[src/rtl/alu_dp_pkg.sv]
package alu_dp_pkg;

  typedef enum logic [3:0] {
    OP_AND = 4'd0,  OP_EOR = 4'd1,  OP_SUB = 4'd2,  OP_RSB = 4'd3,
    OP_ADD = 4'd4,  OP_ADC = 4'd5,  OP_SBC = 4'd6,  OP_RSC = 4'd7,
    OP_TST = 4'd8,  OP_TEQ = 4'd9,  OP_CMP = 4'd10, OP_CMN = 4'd11,
    OP_ORR = 4'd12, OP_MOV = 4'd13, OP_BIC = 4'd14, OP_MVN = 4'd15
  } alu_op_e;

  localparam int FLAG_N = 3;
  localparam int FLAG_Z = 2;
  localparam int FLAG_C = 1;
  localparam int FLAG_V = 0;

  function automatic logic op_is_arith(input logic [3:0] op);
    return (op >= 4'd2 && op <= 4'd7) || op == 4'd10 || op == 4'd11;
  endfunction

  function automatic logic op_is_compare(input logic [3:0] op);
    return op[3:2] == 2'b10;
  endfunction

endpackage

[src/rtl/alu_dp_logic.sv]
module alu_dp_logic #(
  parameter int WIDTH = 32
) (
  input  logic [3:0]       op_i,
  input  logic [WIDTH-1:0] a_i,
  input  logic [WIDTH-1:0] b_i,
  output logic [WIDTH-1:0] y_o
);
  import alu_dp_pkg::*;

  always_comb begin
    unique case (alu_op_e'(op_i))
      OP_AND, OP_TST: y_o = a_i & b_i;
      OP_EOR, OP_TEQ: y_o = a_i ^ b_i;
      OP_ORR:         y_o = a_i | b_i;
      OP_MOV:         y_o = b_i;
      OP_BIC:         y_o = a_i & ~b_i;
      OP_MVN:         y_o = ~b_i;
      default:        y_o = '0;
    endcase
  end
endmodule

[src/rtl/alu_dp_adder.sv]
module alu_dp_adder #(
  parameter int WIDTH = 32
) (
  input  logic [3:0]       op_i,
  input  logic [WIDTH-1:0] a_i,
  input  logic [WIDTH-1:0] b_i,
  input  logic             c_flag_i,
  output logic [WIDTH-1:0] sum_o,
  output logic             carry_o,
  output logic             ovf_o
);
  import alu_dp_pkg::*;

  localparam int SW = WIDTH + 1;

  logic [WIDTH-1:0] x, y;
  logic             cin;
  logic [SW-1:0]    sum;

  // Subtraction is x + ~y + 1 (or + C for the carry-chained forms), so
  // the adder's carry-out is already the inverted borrow.
  always_comb begin
    x = a_i;
    y = b_i;
    cin = 1'b0;
    unique case (alu_op_e'(op_i))
      OP_ADD, OP_CMN: begin x = a_i; y = b_i;  cin = 1'b0;     end
      OP_ADC:         begin x = a_i; y = b_i;  cin = c_flag_i; end
      OP_SUB, OP_CMP: begin x = a_i; y = ~b_i; cin = 1'b1;     end
      OP_SBC:         begin x = a_i; y = ~b_i; cin = c_flag_i; end
      OP_RSB:         begin x = b_i; y = ~a_i; cin = 1'b1;     end
      OP_RSC:         begin x = b_i; y = ~a_i; cin = c_flag_i; end
      default:        begin x = a_i; y = b_i;  cin = 1'b0;     end
    endcase
  end

  assign sum     = {1'b0, x} + {1'b0, y} + {{WIDTH{1'b0}}, cin};
  assign sum_o   = sum[WIDTH-1:0];
  assign carry_o = sum[WIDTH];
  assign ovf_o   = (x[WIDTH-1] == y[WIDTH-1]) && (sum[WIDTH-1] != x[WIDTH-1]);
endmodule

[src/rtl/alu_dp_flags.sv]
module alu_dp_flags #(
  parameter int WIDTH = 32
) (
  input  logic [3:0]       op_i,
  input  logic             set_flags_i,
  input  logic [WIDTH-1:0] logic_y_i,
  input  logic [WIDTH-1:0] arith_y_i,
  input  logic             arith_c_i,
  input  logic             arith_v_i,
  input  logic             shift_c_i,
  input  logic [3:0]       flags_i,
  output logic [WIDTH-1:0] result_o,
  output logic             we_o,
  output logic [3:0]       flags_o
);
  import alu_dp_pkg::*;

  logic arith, cmp, update;

  assign arith    = op_is_arith(op_i);
  assign cmp      = op_is_compare(op_i);
  assign update   = cmp | set_flags_i;
  assign result_o = arith ? arith_y_i : logic_y_i;
  assign we_o     = ~cmp;

  always_comb begin
    flags_o = flags_i;
    if (update) begin
      flags_o[FLAG_N] = result_o[WIDTH-1];
      flags_o[FLAG_Z] = (result_o == '0);
      flags_o[FLAG_C] = arith ? arith_c_i : shift_c_i;
      flags_o[FLAG_V] = arith ? arith_v_i : flags_i[FLAG_V];
    end
  end
endmodule

[src/rtl/alu_dp_core.sv]
module alu_dp_core #(
  parameter int WIDTH = 32
) (
  input  logic             clk,
  input  logic             rst,
  input  logic [3:0]       op_i,
  input  logic [WIDTH-1:0] opa_i,
  input  logic [WIDTH-1:0] opb_i,
  input  logic             shift_c_i,
  input  logic [3:0]       flags_i,
  input  logic             set_flags_i,
  output logic [WIDTH-1:0] result_o,
  output logic             rd_we_o,
  output logic [3:0]       flags_o
);
  import alu_dp_pkg::*;

  logic [WIDTH-1:0] logic_y, arith_y, res_nx;
  logic             arith_c, arith_v, we_nx;
  logic [3:0]       flags_nx;

  alu_dp_logic #(.WIDTH(WIDTH)) u_logic (
    .op_i (op_i), .a_i (opa_i), .b_i (opb_i), .y_o (logic_y)
  );

  alu_dp_adder #(.WIDTH(WIDTH)) u_adder (
    .op_i (op_i), .a_i (opa_i), .b_i (opb_i), .c_flag_i (flags_i[FLAG_C]),
    .sum_o (arith_y), .carry_o (arith_c), .ovf_o (arith_v)
  );

  alu_dp_flags #(.WIDTH(WIDTH)) u_flags (
    .op_i (op_i), .set_flags_i (set_flags_i),
    .logic_y_i (logic_y), .arith_y_i (arith_y),
    .arith_c_i (arith_c), .arith_v_i (arith_v), .shift_c_i (shift_c_i),
    .flags_i (flags_i), .result_o (res_nx), .we_o (we_nx), .flags_o (flags_nx)
  );

  always_ff @(posedge clk) begin
    if (rst) begin
      result_o <= '0;
      rd_we_o  <= 1'b0;
      flags_o  <= '0;
    end else begin
      result_o <= res_nx;
      rd_we_o  <= we_nx;
      flags_o  <= flags_nx;
    end
  end

  AST_CMP_NO_WRITE: assert property (@(posedge clk) disable iff (rst)
    (!$past(rst) && op_is_compare($past(op_i))) |-> !rd_we_o);

  AST_WRITE_OPS: assert property (@(posedge clk) disable iff (rst)
    (!$past(rst) && !op_is_compare($past(op_i))) |-> rd_we_o);

  AST_NZ_TRACK: assert property (@(posedge clk) disable iff (rst)
    (!$past(rst) && (op_is_compare($past(op_i)) || $past(set_flags_i)))
      |-> (flags_o[FLAG_N] == result_o[WIDTH-1] &&
           flags_o[FLAG_Z] == (result_o == '0)));

  AST_LOGIC_V_KEPT: assert property (@(posedge clk) disable iff (rst)
    (!$past(rst) && !op_is_arith($past(op_i)))
      |-> (flags_o[FLAG_V] == $past(flags_i[FLAG_V])));

  AST_HOLD_FLAGS: assert property (@(posedge clk) disable iff (rst)
    (!$past(rst) && !op_is_compare($past(op_i)) && !$past(set_flags_i))
      |-> (flags_o == $past(flags_i)));

  AST_RESET_CLEAR: assert property (@(posedge clk)
    $past(rst) |-> (result_o == '0 && !rd_we_o && flags_o == '0));
endmodule

[config.mk]
export PLATFORM = sky130hd
export DESIGN_NAME = alu_dp_core
export DESIGN_NICKNAME = d
export VERILOG_FILES = /design/src/rtl/alu_dp_pkg.sv /design/src/rtl/alu_dp_logic.sv /design/src/rtl/alu_dp_adder.sv /design/src/rtl/alu_dp_flags.sv /design/src/rtl/alu_dp_core.sv
export SDC_FILE = /design/constraint.sdc
export NUM_CORES = 1
export LEC_CHECK = 0
export ABC_AREA = 0
export BUFFER_PORTS_ARGS = -buffer_cell sky130_fd_sc_hd__buf_2
export CELL_PAD_IN_SITES_DETAIL_PLACEMENT = 1
export CELL_PAD_IN_SITES_GLOBAL_PLACEMENT = 2
export CORE_MARGIN = 2
export CORE_UTILIZATION = 33
export DETAILED_ROUTE_END_ITERATION = 6
export PLACE_DENSITY = 0.95
export SETUP_SLACK_MARGIN = 0.4
export SYNTH_ARGS = -nofsm -noshare
export SYNTH_HDL_FRONTEND = slang
export SYNTH_SLANG_ARGS = --single-unit
export TNS_END_PERCENT = 50
[constraint.sdc]
create_clock -name clk -period 18.6 [get_ports clk]
set_clock_uncertainty 0.1 [all_clocks]
set_input_delay 3.72 -clock clk [delete_from_list [all_inputs] [get_ports clk]]
set_output_delay 3.72 -clock clk [all_outputs]
set_load 0.005 [all_outputs]
==> impl_metrics.toml, run 1 <==
[worst_setup_path]
endpoint = "flags_o[2]$_SDFF_PP0_"
type_of_the_worst_setup_path = "input pin to flop"
slowest_delay_ns = 0.63
worst-endpoint-arrival_ns = 9.73
crit_path_max_fanout = 47
slowest_stage = "sky130_fd_sc_hd__a2111oi_0"
timing.critical_path.from_type = "input pin"
startpoint = "op_i[1]"
cells_traversed_along_the_worst_timing_path = "buf_2 > buf_4 > inv_1 > nor3_2 > a21o_1 > buf_4 > nor2_1 > a211oi_1 > fa_1 > inv_1 > fa_1 > a21o_1 > a21oi_1 > xnor2_1 > a2111oi_0 > nor4b_1 > nand4_1 > nor4_1 > nand4b_1 > or4_1 > nor4_2 > a22o_1"
timing.critical_path.to_type = "flop"
worst-path-stages = 22
cp.required_ns = 18.74
worstPathBufferInverterCount = 5
crit_family = "simple AND/OR/NAND/NOR gates"

[timing]
clock.fmax_mhz = 104
fin_crit_sh_pct = 51.6
final.min_clock_period_ns = 9.59
setup-violations-final = 0
hold_viol_final = 0
max_slew_margin_pct = 35.5
worst-slew-pin-transition_ns = 0.965
timing.final.max_slew_violations = 0
setup_total_negative_slack_ns = 0
final.hold.worst_slack_ns = 3.57
grt_setup_unrepaired = "no"
final_critical_path_setup_slack_ns = 9.01

[synth]
synth_fp_nets = 1081
synth.distinct_cells = 69
syn-instance-count = 940
mappedNetlistArea_um2 = 6060
synth_edf_count = 0
synth.top_cells.by_area = "sky130_fd_sc_hd__ha_1 13%, sky130_fd_sc_hd__o21ai_0 13%, sky130_fd_sc_hd__dfxtp_1 12%, sky130_fd_sc_hd__nand2_1 8.4%, sky130_fd_sc_hd__a21oi_1 5.5%"
synthDominantAreaCellType = "sky130_fd_sc_hd__ha_1"
synth_seq_area_share_pct = 12.2
yosysWarningCount = 0
postSynthAreaPerCell_um2 = 6.45
synth.top_cell.area_share_pct = 13.0
flip_flop_and_latch_count_after_synthesis = 37
post_synth_top_flop = "sky130_fd_sc_hd__dfxtp_1"
synth_async_sr_flop_share_pct = 0

[detailed_routing]
post-route-drc-count = 0
drt_iter0_markers = 486
antenna_violating_nets_post_route = 0
firstDrtPassIters = 6
vias = 7205
aggregate_routed_wire_length_mm = 24.1
post_drt_wl_per_cell_um = 19.4
post_drt_via_cell_ratio = 5.82

[cells_and_area]
flow.area_growth_from_synthesis_pct = 14.0
post_route_cells_drive_above_1_share_pct = 15.2
diodes = 0
layout_common_cells = "154 x sky130_fd_sc_hd__o21ai_0, 134 x sky130_fd_sc_hd__nand2_1, 112 x sky130_fd_sc_hd__buf_2"
layout.cells.most_common = "sky130_fd_sc_hd__o21ai_0"
finalNetCount = 1150

[placement]
post-place-ws_ns = 8.79
post-dp-hpwl_mm = 17.3
routabilityCongestion = 0.911
io_buffers = 112

[run_status]
run_status = "complete, no violations"

[global_routing]
grt_pass1_vias = 6935
gr-total-overflow = 0
antenna_violations_before_repair = 0
grt_start_max_net_pins = 62
grt_first_pass_wirelength_mm = 37.5
globalRouteTotalUtil_pct = 24.0

[die]
die_h_um = 139
fp.coreArea_um2 = 18000
dieWidth_um = 139
floorplan.initialDensity_pct = 33.7
num_io_pins = 113
die_area_um2 = 19500
total_number_of_placement_rows = 49

[worst_hold_path]
hold_class = "input pin to flop"

[clock_tree]
cts_max_level = 2
cts_root_buf = "sky130_fd_sc_hd__clkbuf_16"
tritoncts.num_buffers = 5
cts_post_setup_buffers_inserted = 0
clkSinkCount = 37
cts_max_path_buffers = 2
cts_resized = 0
tritoncts = "yes"
clkSlewWorstSetupHoldPaths_ns = 0.06
hold_buffers = 0

[pwr]
power_leakage_nw = 3.19
p_per_area_nw_per_um2 = 61.9
vdd_ir_drop_max_uv = 32.5

[flow_run]
max-cap-violations = 0
-- Yosys cell counts (all sizes together) (4+ instances only) --
library cell and count:
a211o 4, a211oi 12, a21o 8, a21oi 68
a221oi 14, a31oi 4, a32oi 5, and2 6
and3 7, buf 19, clkbuf 43, dfxtp 37
ha 63, inv 73, nand2 135, nand2b 8
nand3 11, nand3b 4, nand4 10, nor2 81
nor2b 13, nor3 16, nor4 5, o21a 6
o21ai 155, o21bai 4, o22ai 7, o311ai 4
o31ai 5, or2 4, or3 8, xnor2 14
xor2 31
-- area by class of cell --
class / instances / area (um^2)
tap: 229 / 287
timing repair buffer: 124 / 651
inverter: 73 / 274
sequential: 37 / 741
fill: 2379 / 11100
clock inverter: 2 / 10.0
multi-input combinational: 768 / 4820
clock buffer: 6 / 129
-- report_power, final --
part	leakage, nW	total (W)	switching [W]	internal, W
combinational	2.81	0.000244	0.000150	0.0000935
sequential	0.307	0.0000937	0.00000280	0.0000909
clock	0.0706	0.0000898	0.0000404	0.0000495
total	3.19	0.000427	0.000193	0.000234
-- worst min-delay path by stage --
stage	from	end	slack, ns	depth (start not counted)
floorplan	flags_i[1]	flags_o[1]$_SDFF_PP0_	3.73	2
global placement	flags_i[0]	flags_o[0]$_SDFF_PP0_	3.86	3
detailed placement	flags_i[2]	flags_o[2]$_SDFF_PP0_	3.87	2
CTS	flags_i[0]	flags_o[0]$_SDFF_PP0_	3.56	3
global route	flags_i[2]	flags_o[2]$_SDFF_PP0_	3.58	2
finish	flags_i[2]	flags_o[2]$_SDFF_PP0_	3.57	2
-- state kept, by name, summed over array words and instances, names as in the netlist --
register,flops
rd_we_o,1
result_o,32
flags_o,4
-- through the flow --
| stage | area [um^2] | power (W) | instances | utilization (%) |
|---|---|---|---|---|
| final | 6910 | 0.000427 | 1239 | 38.5 |
| after global routing | 6910 | 0.000457 | 1239 | 38.5 |
| after CTS | 6910 | 0.000426 | 1239 | 38.5 |
| after detailed placement | 6770 | 0.000335 | 1231 | 37.7 |
| after global placement | 6770 | 0.000330 | 1231 | 37.7 |
| after floorplan | 6060 | 0.000257 | 940 | - |
-- cell families after synthesis --
group / Yosys count / share of synthesized area, %
buffers and inverters: 135 / 8.59
adders and majority gates: 65 / 13.7
DFF: 37 / 12.2
xor gates and xnor gates: 45 / 6.51
and+or+nand+nor: 317 / 23.8
muxes: 6 / 1.05
AOI/OAI and AO/OA: 335 / 34.2
-- per-layer routing --
layer | global-route usage (%) | share of wire, % | up-vias
met5 | 0 | 0 | -
met4 | 6.17 | 1.9 | 0
li1 | - | - | 3479
met1 | 32.3 | 46 | 3510
met2 | 40.5 | 47 | 193
met3 | 3.10 | 5.3 | 23
(Power assumes the default switching activity.)
==> inputs of run 2 (changes only) <==
--- a/config.mk
+++ b/config.mk
@@ -5,14 +5,14 @@
 export SDC_FILE = /design/constraint.sdc
 export NUM_CORES = 1
 export LEC_CHECK = 0
-export ABC_AREA = 0
+export ABC_AREA = 1
 export BUFFER_PORTS_ARGS = -buffer_cell sky130_fd_sc_hd__buf_2
 export CELL_PAD_IN_SITES_DETAIL_PLACEMENT = 1
 export CELL_PAD_IN_SITES_GLOBAL_PLACEMENT = 2
 export CORE_MARGIN = 2
-export CORE_UTILIZATION = 33
+export CORE_UTILIZATION = 26
 export DETAILED_ROUTE_END_ITERATION = 6
-export PLACE_DENSITY = 0.95
+export PLACE_DENSITY = 0.86
 export SETUP_SLACK_MARGIN = 0.4
 export SYNTH_ARGS = -nofsm -noshare
 export SYNTH_HDL_FRONTEND = slang
==> constraint.sdc (replaced) <==
create_clock -name clk -period 8.1 [get_ports clk]
set_clock_uncertainty 0.1 [all_clocks]
set_input_delay 1.62 -clock clk [delete_from_list [all_inputs] [get_ports clk]]
set_output_delay 1.62 -clock clk [all_outputs]
set_load 0.005 [all_outputs]
==> impl_metrics.toml, run 2 <==
[timing]
grt_setup_unrepaired = "no"
final_critical_path_setup_slack_ns = 2.12
timing.final.max_slew_violations = 0
worst-slew-pin-transition_ns = 1.15
setup-violations-final = 0
hold_viol_final = 0
clock.fmax_mhz = 167
setup_total_negative_slack_ns = 0
max_slew_margin_pct = 23.0
final.min_clock_period_ns = 5.98
final.hold.worst_slack_ns = 1.48
fin_crit_sh_pct = 73.8

[cells_and_area]
fillers = 3430
reg_top3 = "result_o: 32 flops, flags_o: 4 flops, rd_we_o: 1 flops"
layout_common_cells = "445 x sky130_fd_sc_hd__nand2_1, 215 x sky130_fd_sc_hd__inv_1, 113 x sky130_fd_sc_hd__nor2_1"
largest_reg_flops = 32
layout.cells.most_common = "sky130_fd_sc_hd__nand2_1"
diodes = 0
register_with_the_highest_flop_count = "result_o"
finalNetCount = 1469
number_of_cells_in_the_finished_layout_apart_from_fillers = 1659
flow.area_growth_from_synthesis_pct = 14.7
post_route_cells_drive_above_1_share_pct = 10.8

[placement]
routabilityCongestion = 0.900
post-dp-hpwl_mm = 24.1
io_buffers = 112
numPlacedInstances = 1651
post-place-ws_ns = 1.87

[global_routing]
globalRouteTotalUtil_pct = 21.9
grt_first_pass_wirelength_mm = 45.5
gr-total-overflow = 0
antenna_violations_before_repair = 1
grt_pass1_vias = 8271
grt_start_max_net_pins = 47

[die]
fp.coreArea_um2 = 25200
dieWidth_um = 164
die_area_um2 = 27000
total_number_of_placement_rows = 58
die_h_um = 164
num_io_pins = 113
floorplan.initialDensity_pct = 26.5

[synth]
postSynthAreaPerCell_um2 = 5.37
mappedNetlistArea_um2 = 6680
synth.top_cells.by_area = "sky130_fd_sc_hd__nand2_1 25%, sky130_fd_sc_hd__inv_1 12%, sky130_fd_sc_hd__ha_1 12%, sky130_fd_sc_hd__dfxtp_1 11%, sky130_fd_sc_hd__nor2_1 6.5%"
syn-instance-count = 1243
synth_edf_count = 0
flip_flop_and_latch_count_after_synthesis = 37
synth_async_sr_flop_share_pct = 0
synth_fp_nets = 1384
synth.cells.most_frequent = "445 x sky130_fd_sc_hd__nand2_1, 215 x sky130_fd_sc_hd__inv_1, 115 x sky130_fd_sc_hd__nor2_1"
synth_seq_area_share_pct = 11.1
synthDominantAreaCellType = "sky130_fd_sc_hd__nand2_1"
synth.distinct_cells = 41
yosysWarningCount = 0
synthMostInstantiatedCell = "sky130_fd_sc_hd__nand2_1"
synth.top_cell.area_share_pct = 25.0
post_synth_top_flop = "sky130_fd_sc_hd__dfxtp_1"

[worst_hold_path]
min_delay_path_depth = 3
hold_class = "input pin to flop"

[clock_tree]
cts_post_setup_buffers_inserted = 0
clkSlewWorstSetupHoldPaths_ns = 0.06
cts_max_path_buffers = 2
hold_buffers = 0
tritoncts = "yes"
clkSinkCount = 37
cts_resized = 0
cts_max_level = 2
cts_root_buf = "sky130_fd_sc_hd__clkbuf_16"
tritoncts.num_buffers = 5

[worst_setup_path]
timing.critical_path.from_type = "input pin"
startpoint = "op_i[1]"
endpoint = "flags_o[2]$_SDFF_PP0_"
worst-endpoint-arrival_ns = 6.09
timing.critical_path.to_type = "flop"
crit_path_max_fanout = 33
type_of_the_worst_setup_path = "input pin to flop"
cp.required_ns = 8.21

[pwr]
vdd_ir_drop_max_uv = 63.7
power_leakage_nw = 4.26
comb_power_share_pct = 57.9
power_w = 0.00105
power.clock.fraction_pct = 21.8
cell_internal_power_dissipation_w = 0.000546
power.sequential.fraction_pct = 20.2
p_per_area_nw_per_um2 = 137
switching_share_pct = 47.9
switching_power_w = 0.000502

[detailed_routing]
antenna_violating_nets_post_route = 0
vias = 8378
firstDrtPassIters = 5
met2WireLength_mm = 13.2
met1Wirelength_mm = 14.2
aggregate_routed_wire_length_mm = 29.6
top_signal_layer_used = "met4"
post_drt_via_cell_ratio = 5.05
met3RoutedLength_mm = 1.53
drt_iter0_markers = 517
post_drt_wl_per_cell_um = 17.8
post-route-drc-count = 0

[flow_run]
max-cap-violations = 0

[run_status]
run_status = "complete, no violations"
==> run 2: cell types whose count changed after synthesis, moves of 10 or more <==
| cell | previous run | this run |
|---|---|---|
| sky130_fd_sc_hd__o221ai_1 | 3 | 34 |
| sky130_fd_sc_hd__nor2b_1 | 13 | 0 |
| sky130_fd_sc_hd__xnor2_1 | 14 | 1 |
| sky130_fd_sc_hd__o21ai_0 | 154 | 64 |
| sky130_fd_sc_hd__nand4_1 | 10 | 20 |
| sky130_fd_sc_hd__a21oi_1 | 66 | 56 |
| sky130_fd_sc_hd__nand3_1 | 11 | 55 |
| sky130_fd_sc_hd__inv_1 | 73 | 215 |
| sky130_fd_sc_hd__clkbuf_1 | 43 | 19 |
| sky130_fd_sc_hd__xor2_1 | 31 | 17 |
| sky130_fd_sc_hd__a221oi_1 | 12 | 1 |
| sky130_fd_sc_hd__nor2_1 | 80 | 115 |
| sky130_fd_sc_hd__nand2_1 | 135 | 445 |
==> run 2: worst min path at each step <==
stage	start	endpoint	slack, ns
2_1_floorplan	flags_i[2]	flags_o[2]$_SDFF_PP0_	1.67
3_3_place_gp	flags_i[3]	flags_o[3]$_SDFF_PP0_	1.78
3_5_place_dp	flags_i[3]	flags_o[3]$_SDFF_PP0_	1.79
4_1_cts	flags_i[3]	flags_o[3]$_SDFF_PP0_	1.48
5_1_grt	flags_i[3]	flags_o[3]$_SDFF_PP0_	1.51
6_report	flags_i[3]	flags_o[3]$_SDFF_PP0_	1.48
==> run 2: routing by layer <==
layer | vias to the layer above | global-route usage (%)
li1 | 4144 | -
met3 | 33 | 1.99
met1 | 3994 | 31.3
met2 | 207 | 34.7
met4 | 0 | 6.42
met5 | - | 0
==> run 2: worst max-delay path, stage by stage <==
cell and delay [ns]:
sky130_fd_sc_hd__buf_2 0.15, sky130_fd_sc_hd__nand2_1 0.14, sky130_fd_sc_hd__nor2_4 0.39, sky130_fd_sc_hd__inv_1 0.62, sky130_fd_sc_hd__o21ai_0 0.35, sky130_fd_sc_hd__a21oi_1 0.09, sky130_fd_sc_hd__fa_1 0.43, sky130_fd_sc_hd__inv_1 0.14
sky130_fd_sc_hd__fa_1 0.31, sky130_fd_sc_hd__nand2_1 0.11, sky130_fd_sc_hd__a21oi_1 0.42, sky130_fd_sc_hd__nand2_1 0.13, sky130_fd_sc_hd__nand2_1 0.14, sky130_fd_sc_hd__nand2_1 0.09, sky130_fd_sc_hd__nand4_1 0.10, sky130_fd_sc_hd__nand2_1 0.06
sky130_fd_sc_hd__nand2_1 0.10, sky130_fd_sc_hd__nand2_1 0.07, sky130_fd_sc_hd__nor2_1 0.13, sky130_fd_sc_hd__nand3_1 0.10, sky130_fd_sc_hd__nor2_1 0.19, sky130_fd_sc_hd__nand2_1 0.08, sky130_fd_sc_hd__a21oi_1 0.12
==> run 2: power groups by stage <==
stage / registers (W) / clock network, W / logic, W
detailed placement: 0.000217 / 0 / 0.000601
global placement: 0.000216 / 0 / 0.000591
finish: 0.000212 / 0.000229 / 0.000607
global route: 0.000215 / 0.000243 / 0.000680
CTS: 0.000213 / 0.000235 / 0.000604
floorplan: 0.000220 / 0 / 0.000378
==> run 2: logic make-up (layout without fill, tap and decap cells) <==
group,Yosys count,count (layout),share of synthesized area (%)
fa+ha+maj,65,65,12.4
flops,37,37,11.1
simple gates,675,675,41.1
buf+inv,257,343,15.5
compound gates,191,191,17.6
xor+xnor,18,18,2.36
==> run 2: layout make-up <==
class	count	area (um^2)	share of cell area [%]
clock buffer	5	125	1.63
clock inverter	3	43.8	0.571
inverter	216	811	10.6
multi-input combinational	949	4920	64.2
sequential	37	741	9.66
tap	330	413	5.39
timing repair buffer	119	613	8.00
==> run 2: per-stage QoR <==
step | area, um^2 | util (%)
final | 7660 | 30.4
after global routing | 7660 | 30.4
after CTS | 7660 | 30.4
after detailed placement | 7500 | 29.8
after global placement | 7500 | 29.8
after floorplan | 6680 | -
==> inputs of run 3 (changes only) <==
==> constraint.sdc (replaced) <==
create_clock -name clk -period 5.3 [get_ports clk]
set_clock_uncertainty 0.1 [all_clocks]
set_input_delay 1.06 -clock clk [delete_from_list [all_inputs] [get_ports clk]]
set_output_delay 1.06 -clock clk [all_outputs]
set_load 0.005 [all_outputs]
==> impl_metrics.toml, run 3 (synthesis gave the netlist of run 2 again) <==
[run_status]
run_status = "complete, no violations"

[clock_tree]
tritoncts = "yes"
clkSlewWorstSetupHoldPaths_ns = 0.06
cts_max_path_buffers = 2
clkSinkCount = 37
cts_max_level = 2
hold_buffers = 0
tritoncts.num_buffers = 5
cts_resized = 0
cts_post_setup_buffers_inserted = 0
cts_root_buf = "sky130_fd_sc_hd__clkbuf_16"

[detailed_routing]
drt_iter0_markers = 481
vias = 8377
antenna_violating_nets_post_route = 0
met3RoutedLength_mm = 1.25
post-route-drc-count = 0
post_drt_via_cell_ratio = 5.02
aggregate_routed_wire_length_mm = 29.6
firstDrtPassIters = 5
met2WireLength_mm = 13.3
top_signal_layer_used = "met4"
post_drt_wl_per_cell_um = 17.7
met1Wirelength_mm = 14.4

[cells_and_area]
fin_area_um2 = 7730
finalNetCount = 1478
post_route_cells_drive_above_1_share_pct = 11.4
largest_reg_flops = 32
flow.area_growth_from_synthesis_pct = 15.8
diodes = 0
reg_top3 = "result_o: 32 flops, flags_o: 4 flops, rd_we_o: 1 flops"
layout.cells.most_common = "sky130_fd_sc_hd__nand2_1"
layout_common_cells = "445 x sky130_fd_sc_hd__nand2_1, 215 x sky130_fd_sc_hd__inv_1, 113 x sky130_fd_sc_hd__nor2_1"
finalCoreUtilization_pct = 30.7
register_with_the_highest_flop_count = "result_o"

[placement]
post-dp-hpwl_mm = 24.3
io_buffers = 112
dpl-instance-area_um2 = 7560
routabilityCongestion = 0.880

[global_routing]
grt_start_max_net_pins = 41
globalRouteTotalUtil_pct = 22.1
gr-total-overflow = 0
grt_first_pass_wirelength_mm = 46.1
grt_pass1_vias = 8457
antenna_violations_before_repair = 1

[timing]
grt_setup_unrepaired = "no"
fin_crit_sh_pct = 81.8
worst-slew-pin-transition_ns = 0.998
setup_total_negative_slack_ns = 0
final.min_clock_period_ns = 4.33
max_slew_margin_pct = 32.9
clock.fmax_mhz = 231
hold_viol_final = 0
timing.final.max_slew_violations = 0
setup-violations-final = 0

[die]
dieWidth_um = 164
total_number_of_placement_rows = 58
num_io_pins = 113
die_h_um = 164
die_area_um2 = 27000
fp.coreArea_um2 = 25200
floorplan.initialDensity_pct = 26.5

[worst_setup_path]
crit_path_max_fanout = 12
timing.critical_path.from_type = "input pin"
timing.critical_path.to_type = "flop"
type_of_the_worst_setup_path = "input pin to flop"
worst-endpoint-arrival_ns = 4.45
cp.required_ns = 5.42

[pwr]
p_per_area_nw_per_um2 = 208
power_leakage_nw = 4.30
vdd_ir_drop_max_uv = 98.7

[worst_hold_path]
min_from = "flags_i[3]"
hold_class = "input pin to flop"
holdPathEnd = "flags_o[3]$_SDFF_PP0_"
min_delay_path_depth = 3

[flow_run]
max-cap-violations = 0
run 3: cell types whose count changed in the layout (fill, tap and decap cells not counted), sizes merged:
cell and delta:
inv -1, clkinvlp +1, buf +9
run 3: per-stage QoR:
| stage | total power, W | std cells | hold slack (ns) | worst slack (ns) |
|---|---|---|---|---|
| after global routing | 0.00175 | 1668 | 0.916 | 0.608 |
| after floorplan | 0.000915 | 1243 | 1.11 | 1.27 |
| after CTS | 0.00161 | 1668 | 0.912 | 0.952 |
| final | 0.00161 | 1668 | 0.911 | 0.966 |
| after detailed placement | 0.00126 | 1660 | 1.21 | 0.653 |
| after global placement | 0.00124 | 1660 | 1.22 | 0.736 |
run 3: layout make-up:
class	count	area [um^2]
clock buffers	5	125
clock inverters	3	46.3
fillers	3474	17400
inverters	216	811
multi-input cells	949	4920
flip-flops and latches	37	741
well taps	330	413
repair buffers	128	681
run 3: critical path, cell delays in order:
cell	delay, ns
sky130_fd_sc_hd__buf_2	0.12
sky130_fd_sc_hd__inv_1	0.09
sky130_fd_sc_hd__nand2_1	0.14
sky130_fd_sc_hd__nor2_2	0.18
sky130_fd_sc_hd__buf_4	0.21
sky130_fd_sc_hd__nand2_1	0.06
sky130_fd_sc_hd__o21ai_0	0.07
sky130_fd_sc_hd__a21oi_1	0.08
sky130_fd_sc_hd__fa_1	0.42
sky130_fd_sc_hd__inv_1	0.11
sky130_fd_sc_hd__fa_1	0.25
sky130_fd_sc_hd__nand2_1	0.09
sky130_fd_sc_hd__a21oi_1	0.36
sky130_fd_sc_hd__nand3_1	0.12
sky130_fd_sc_hd__nand2_1	0.16
sky130_fd_sc_hd__inv_1	0.09
sky130_fd_sc_hd__nand2_1	0.06
sky130_fd_sc_hd__nand3_1	0.06
sky130_fd_sc_hd__nand2_1	0.13
sky130_fd_sc_hd__nand2_1	0.07
sky130_fd_sc_hd__nor2_1	0.13
sky130_fd_sc_hd__nand3_1	0.11
sky130_fd_sc_hd__nor2_1	0.11
sky130_fd_sc_hd__nand2_1	0.06
sky130_fd_sc_hd__a21oi_1	0.11
run 3: how the worst max path moves through the flow:
| stage | slack, ns | end | startpoint |
|---|---|---|---|
| 4_1_cts | 0.95 | flags_o[2]$_SDFF_PP0_ | op_i[0] |
| 5_1_grt | 0.61 | flags_o[2]$_SDFF_PP0_ | op_i[0] |
| 3_5_place_dp | 0.65 | flags_o[2]$_SDFF_PP0_ | op_i[0] |
| 3_3_place_gp | 0.74 | flags_o[2]$_SDFF_PP0_ | op_i[0] |
| 6_report | 0.97 | flags_o[2]$_SDFF_PP0_ | op_i[0] |
| 2_1_floorplan | 1.27 | flags_o[2]$_SDFF_PP0_ | op_i[1] |
run 3: routing by layer:
layer	global-route usage [%]	vias to the layer above
li1	-	4167
met1	31.4	3982
met2	36.0	199
met3	1.19	29
met4	5.94	0
met5	0	-
run 3: power by group:
part | internal [W] | total [W] | switching, W
sequential | 0.000316 | 0.000324 | 0.00000886
combinational | 0.000301 | 0.000933 | 0.000631
clock | 0.000223 | 0.000350 | 0.000127
